[config.mk]
export PLATFORM = sky130hd
export DESIGN_NAME = sacc_top
export DESIGN_NICKNAME = d
export VERILOG_FILES = /design/src/rtl/sacc_pkg.sv /design/src/rtl/sacc_deskew.sv /design/src/rtl/sacc_lane.sv /design/src/rtl/sacc_top.sv
export SDC_FILE = /design/constraint.sdc
export NUM_CORES = 1
export LEC_CHECK = 0
export BUFFER_PORTS_ARGS = -buffer_cell sky130_fd_sc_hd__buf_2
export CORE_UTILIZATION = 54
export CTS_CLUSTER_SIZE = 12
export DETAILED_ROUTE_END_ITERATION = 16
export PLACE_DENSITY_LB_ADDON = 0.12
export SYNTH_ARGS = -nofsm -noshare
export SYNTH_HDL_FRONTEND = slang
export SYNTH_SLANG_ARGS = --single-unit
[constraint.sdc]
create_clock -name clk -period 8.83 [get_ports clk]
set_input_delay 2.649 -clock clk [delete_from_list [all_inputs] [get_ports clk]]
set_output_delay 2.649 -clock clk [all_outputs]
set_load 0.01 [all_outputs]
[src/rtl/sacc_pkg.sv]
package sacc_pkg;

    localparam int COL_N  = 2;
    localparam int IN_W   = 16;
    localparam int ACC_W  = 32;
    localparam int BANKS  = 2;
    localparam int BANK_W = (BANKS > 1) ? $clog2(BANKS) : 1;
    localparam int PAD_W  = ACC_W - IN_W;

    typedef logic [IN_W-1:0]  raw_t;
    typedef logic [ACC_W-1:0] acc_t;

    typedef enum logic {
        WM_REPLACE = 1'b0,
        WM_ADD     = 1'b1
    } wmode_e;

    typedef struct packed {
        logic                   vld;
        wmode_e                 mode;
        logic [BANK_W-1:0]      bank;
        logic [COL_N-1:0][IN_W-1:0] raw;
    } wreq_t;

    function automatic acc_t widen(input raw_t v);
        return {{PAD_W{1'b0}}, v};
    endfunction

    function automatic acc_t merge(input wmode_e m, input acc_t base, input raw_t v);
        return (m == WM_ADD) ? (base + widen(v)) : widen(v);
    endfunction

endpackage

[src/rtl/sacc_deskew.sv]
module sacc_deskew
    import sacc_pkg::*;
(
    input  logic                     clk,
    input  logic                     rst,
    input  logic [COL_N-1:0]         col_vld,
    input  logic [COL_N-1:0][IN_W-1:0] col_dat,
    input  wmode_e                   mode,
    input  logic [BANK_W-1:0]        bank,
    output wreq_t                    req
);

    logic [COL_N-1:0]            tail_vld;
    logic [COL_N-1:0][IN_W-1:0]  tail_dat;

    for (genvar c = 0; c < COL_N; c++) begin : g_col
        localparam int DLY = COL_N - 1 - c;
        if (DLY == 0) begin : g_direct
            assign tail_vld[c] = col_vld[c];
            assign tail_dat[c] = col_dat[c];
        end else begin : g_hold
            logic [DLY-1:0] v_q;
            raw_t           d_q [DLY];
            always_ff @(posedge clk) begin
                if (rst) begin
                    v_q <= '0;
                    for (int k = 0; k < DLY; k++) d_q[k] <= '0;
                end else begin
                    v_q[0] <= col_vld[c];
                    if (col_vld[c]) d_q[0] <= col_dat[c];
                    for (int k = 1; k < DLY; k++) begin
                        v_q[k] <= v_q[k-1];
                        d_q[k] <= d_q[k-1];
                    end
                end
            end
            assign tail_vld[c] = v_q[DLY-1];
            assign tail_dat[c] = d_q[DLY-1];
        end
    end

    always_comb begin
        req.vld  = &tail_vld;
        req.mode = mode;
        req.bank = bank;
        req.raw  = tail_dat;
    end

    AST_PAIR_NEEDS_LEAD: assert property (@(posedge clk) disable iff (rst)
        req.vld |-> $past(col_vld[0], COL_N - 1));

endmodule

[src/rtl/sacc_lane.sv]
module sacc_lane
    import sacc_pkg::*;
(
    input  logic              clk,
    input  logic              rst,
    input  logic              wr,
    input  wmode_e            mode,
    input  logic [BANK_W-1:0] bank,
    input  raw_t              raw,
    output acc_t              sum
);

    acc_t mem [BANKS];
    acc_t base;
    acc_t nxt;

    always_comb begin
        base = mem[bank];
        nxt  = merge(mode, base, raw);
    end

    always_ff @(posedge clk) begin
        if (rst) begin
            for (int b = 0; b < BANKS; b++) mem[b] <= '0;
            sum <= '0;
        end else if (wr) begin
            mem[bank] <= nxt;
            sum       <= nxt;
        end
    end

    for (genvar b = 0; b < BANKS; b++) begin : g_iso
        AST_BANK_ISOLATED: assert property (@(posedge clk) disable iff (rst)
            !(wr && (bank == BANK_W'(b))) |=> $stable(mem[b]));
    end

    AST_SUM_HOLDS: assert property (@(posedge clk) disable iff (rst)
        !wr |=> $stable(sum));

endmodule

[src/rtl/sacc_top.sv]
module sacc_top
    import sacc_pkg::*;
(
    input  logic              clk,
    input  logic              rst,
    input  logic              c0_vld,
    input  logic [IN_W-1:0]   c0_dat,
    input  logic              c1_vld,
    input  logic [IN_W-1:0]   c1_dat,
    input  logic              acc_en,
    input  logic [BANK_W-1:0] bank_sel,
    output logic [ACC_W-1:0]  sum0,
    output logic [ACC_W-1:0]  sum1,
    output logic              sum_vld
);

    logic [COL_N-1:0]            col_vld;
    logic [COL_N-1:0][IN_W-1:0]  col_dat;
    wmode_e                      mode;
    wreq_t                       req;
    acc_t                        lane_sum [COL_N];

    assign col_vld = {c1_vld, c0_vld};
    assign col_dat = {c1_dat, c0_dat};
    assign mode    = acc_en ? WM_ADD : WM_REPLACE;

    sacc_deskew u_deskew (
        .clk     (clk),
        .rst     (rst),
        .col_vld (col_vld),
        .col_dat (col_dat),
        .mode    (mode),
        .bank    (bank_sel),
        .req     (req)
    );

    for (genvar c = 0; c < COL_N; c++) begin : g_lane
        sacc_lane u_lane (
            .clk  (clk),
            .rst  (rst),
            .wr   (req.vld),
            .mode (req.mode),
            .bank (req.bank),
            .raw  (req.raw[c]),
            .sum  (lane_sum[c])
        );
    end

    always_ff @(posedge clk) begin
        if (rst) sum_vld <= 1'b0;
        else     sum_vld <= req.vld;
    end

    assign sum0 = lane_sum[0];
    assign sum1 = lane_sum[1];

    AST_VLD_AFTER_COL1: assert property (@(posedge clk) disable iff (rst)
        sum_vld |-> $past(c1_vld));

    AST_VLD_AFTER_COL0: assert property (@(posedge clk) disable iff (rst)
        sum_vld |-> $past(c0_vld, 2));

    AST_OVERWRITE_ZEXT: assert property (@(posedge clk) disable iff (rst)
        (sum_vld && !$past(acc_en)) |->
            (sum0 == widen($past(c0_dat, 2)) && sum1 == widen($past(c1_dat))));

    AST_ACCUM_STEP: assert property (@(posedge clk) disable iff (rst)
        (sum_vld && $past(acc_en) && $past(sum_vld) &&
         ($past(bank_sel) == $past(bank_sel, 2))) |->
            (sum0 == $past(sum0) + widen($past(c0_dat, 2)) &&
             sum1 == $past(sum1) + widen($past(c1_dat))));

    AST_RESET_CLEARS: assert property (@(posedge clk)
        $past(rst) |-> (!sum_vld && sum0 == '0 && sum1 == '0));

endmodule

==> impl_metrics.json <==
{
  "status": "finished clean",
  "post-route-period-util_pct": 68.99,
  "cp.required_ps": 9060,
  "grt_max_degree": 59,
  "relSlewSlack_pct": 24.08,
  "max-clock-path-buffers": 3,
  "hpwlAfterDp_um": 16060,
  "path_class": "in -> reg",
  "ys_warn_count": 0,
  "utilization_pct": 62.87,
  "track_usage_pct": 24.42,
  "drt_iter0_drc": 522,
  "reg2reg_depth": 10,
  "synth_area_sq_um": 10840,
  "synthTopCellsByArea": "edfxtp_1, dfxtp_1, nor2_1",
  "synth_top_area_cell": "edfxtp_1",
  "synth_top_area_share_pct": 39.90,
  "drive_gt1_share_pct": 17.36,
  "multi_input_area_sq_um": 4956,
  "start_util_pct": 55.32,
  "gp_congestion": 0.9109,
  "synth_edf_count": 144,
  "cts.sinks": 210,
  "wl_per_cell_um": 17.33,
  "cts_setup_buffers": 0,
  "viasPerCell": 5.743,
  "hold_class": "reg -> reg",
  "tritoncts": "yes",
  "h-tree-depth": 1,
  "fillers": 1664,
  "synth-main-ff-cell": "edfxtp_1",
  "p_leak_nw": 4.883,
  "synth_fp_nets": 1106,
  "synth_seq_cells": 210,
  "numPortBuffers": 102,
  "regArea_sq_um": 5645,
  "synth.most_common_cell": "nor2_1",
  "grt_first_pass_wirelength_um": 39690,
  "io_pins": 103,
  "hold_depth": 2,
  "clk_latency_ps": 520,
  "final_nets": 1189,
  "cts.repair.resized": 0,
  "drv_slew": 0,
  "worst_pin_slew_ps": 1139,
  "hold_violations": 0,
  "crit_fanout": 58,
  "clk_pin_slew_ps": 60,
  "placement_rows": 51,
  "worstPathArrival_ps": 6320,
  "syn_inst": 1034,
  "post-route-min-period_ps": 6092,
  "dieArea_sq_um": 20640,
  "postRouteAntennaNets": 0,
  "fin_setup_tns_ps": 0,
  "async_flop_share_pct": 0,
  "irDropWorstVdd_mv": 0.1663,
  "syn_to_final_growth_pct": 13.65,
  "overflow": 0,
  "die_w_um": 143.7,
  "fmax_mhz": 164.2,
  "cts_buffers": 24,
  "root_buffer": "clkbuf_16",
  "wl_um": 24290,
  "setup-violations-final": 0,
  "antenna_found_initial": 1,
  "core_area_sq_um": 19590,
  "hold_buffers": 0,
  "r2r_setup_slack_ps": 5280,
  "fin_ws_ps": 2738,
  "grt_pass1_vias": 7825,
  "dieHeight_um": 143.7,
  "rsz0062_at_grt": "no",
  "p_per_area_nw_per_um2": 193.8,
  "synth_seq_area_share_pct": 52.10,
  "ys_types": 68,
  "remaining_drc_errors": 0,
  "cap_violations": 0,
  "endpoint_kind": "register",
  "syn-mean-instance-area_sq_um": 10.48,
  "finalPower_w": 0.002387,
  "place_ws_ps": 2244,
  "firstDrtPassIters": 5,
  "synthTopCellsByCount": "nor2_1, edfxtp_1, nand2_1, dfxtp_1, a21oi_1",
  "via_count": 8046,
  "startpoint_type": "input pin",
  "clock_skew_ps": 9.713
}
[path summary, 6_finish.rpt]
path	start	to
worst max-delay path	bank_sel	g_lane[1].u_lane.mem[1][26]$_SDFFCE_PN0P_
worst min-delay path	g_lane[1].u_lane.sum[23]$_SDFFE_PP0P_	g_lane[1].u_lane.sum[23]$_SDFFE_PP0P_
worst max register to register	g_lane[1].u_lane.mem[1][0]$_SDFFCE_PN0P_	g_lane[1].u_lane.mem[1][26]$_SDFFCE_PN0P_
worst min register to register	g_lane[1].u_lane.sum[23]$_SDFFE_PP0P_	g_lane[1].u_lane.sum[23]$_SDFFE_PP0P_
[report_power, final]
group          internal (W)  switching (W)
Combinational      0.000116       0.000184
Sequential          0.00109      0.0000218
Clock              0.000584       0.000386
Total               0.00180       0.000592
[through the flow]
stage / hold slack (ps) / cell area [sq um] / std cells
final: 442.3 / 12320 / 1401
after global routing: 464.1 / 12320 / 1401
after CTS: 446.6 / 12310 / 1400
after detailed placement: 433.7 / 11540 / 1356
after global placement: 428.9 / 11540 / 1356
after floorplan: 472.2 / 10840 / 1034
[state kept, by name, summed over array words and instances, names as in the netlist]
| name | cells |
|---|---|
| g_lane.u_lane.mem | 128 |
| u_deskew.g_col.g_hold.d_q | 16 |
| g_lane.u_lane.sum | 64 |
| u_deskew.g_col.g_hold.v_q | 1 |
| sum_vld | 1 |
[critical path, cell delays in order]
cell and delay, ps:
buf_4 580, mux2_2 410, ha_1 210, fa_1 420, a211oi_1 310, o21bai_1 180, a2111oi_2 640, o211ai_2 310
nor4bb_1 230, xor2_1 240, nor2_1 90
[placed cells by master, fill, tap and decap left out, drive strengths merged, types with 22 or more instances in the layout]
cell and instances:
nor2b 36, nor3 23, clkbuf 40, a21oi 54, mux2i 30, nor2 163
and2 22, edfxtp 144, dfxtp 66, xnor2 29, nand2 72, buf 110
a211oi 31, mux2 34, o21ai 44, ha 32
[layer usage]
layer	global-route usage [%]	vias up	part of all wire [%]
li1	-	3971	-
met1	32.89	3869	46
met2	41.72	169	48
met3	2.899	37	3.6
met4	6.383	0	2.3
met5	0	-	0
[logic make-up (layout without fill, tap and decap cells)]
kind of cell	after synthesis	after routing	share of synthesized area, %
xor gates and xnor gates	45	45	3.637
buffers and inverters	62	163	2.367
muxes	64	64	6.339
DFF	210	210	52.10
and+or+nand+nor	389	389	16.98
adders and majority gates	34	34	4.064
AOI/OAI and AO/OA	230	230	14.51
other	0	1	0
[cell type report]
cell class / instances / share of cell area (%)
Multi-Input combinational cell: 762 / 40.24
Clock buffer: 40 / 5.862
Sequential cell: 210 / 45.84
Timing Repair Buffer: 110 / 4.653
Clock inverter: 4 / 0.4165
Tap cell: 265 / 2.692
Antenna cell: 1 / 0.02032
Inverter: 9 / 0.2743
(Power assumes the default switching activity.)
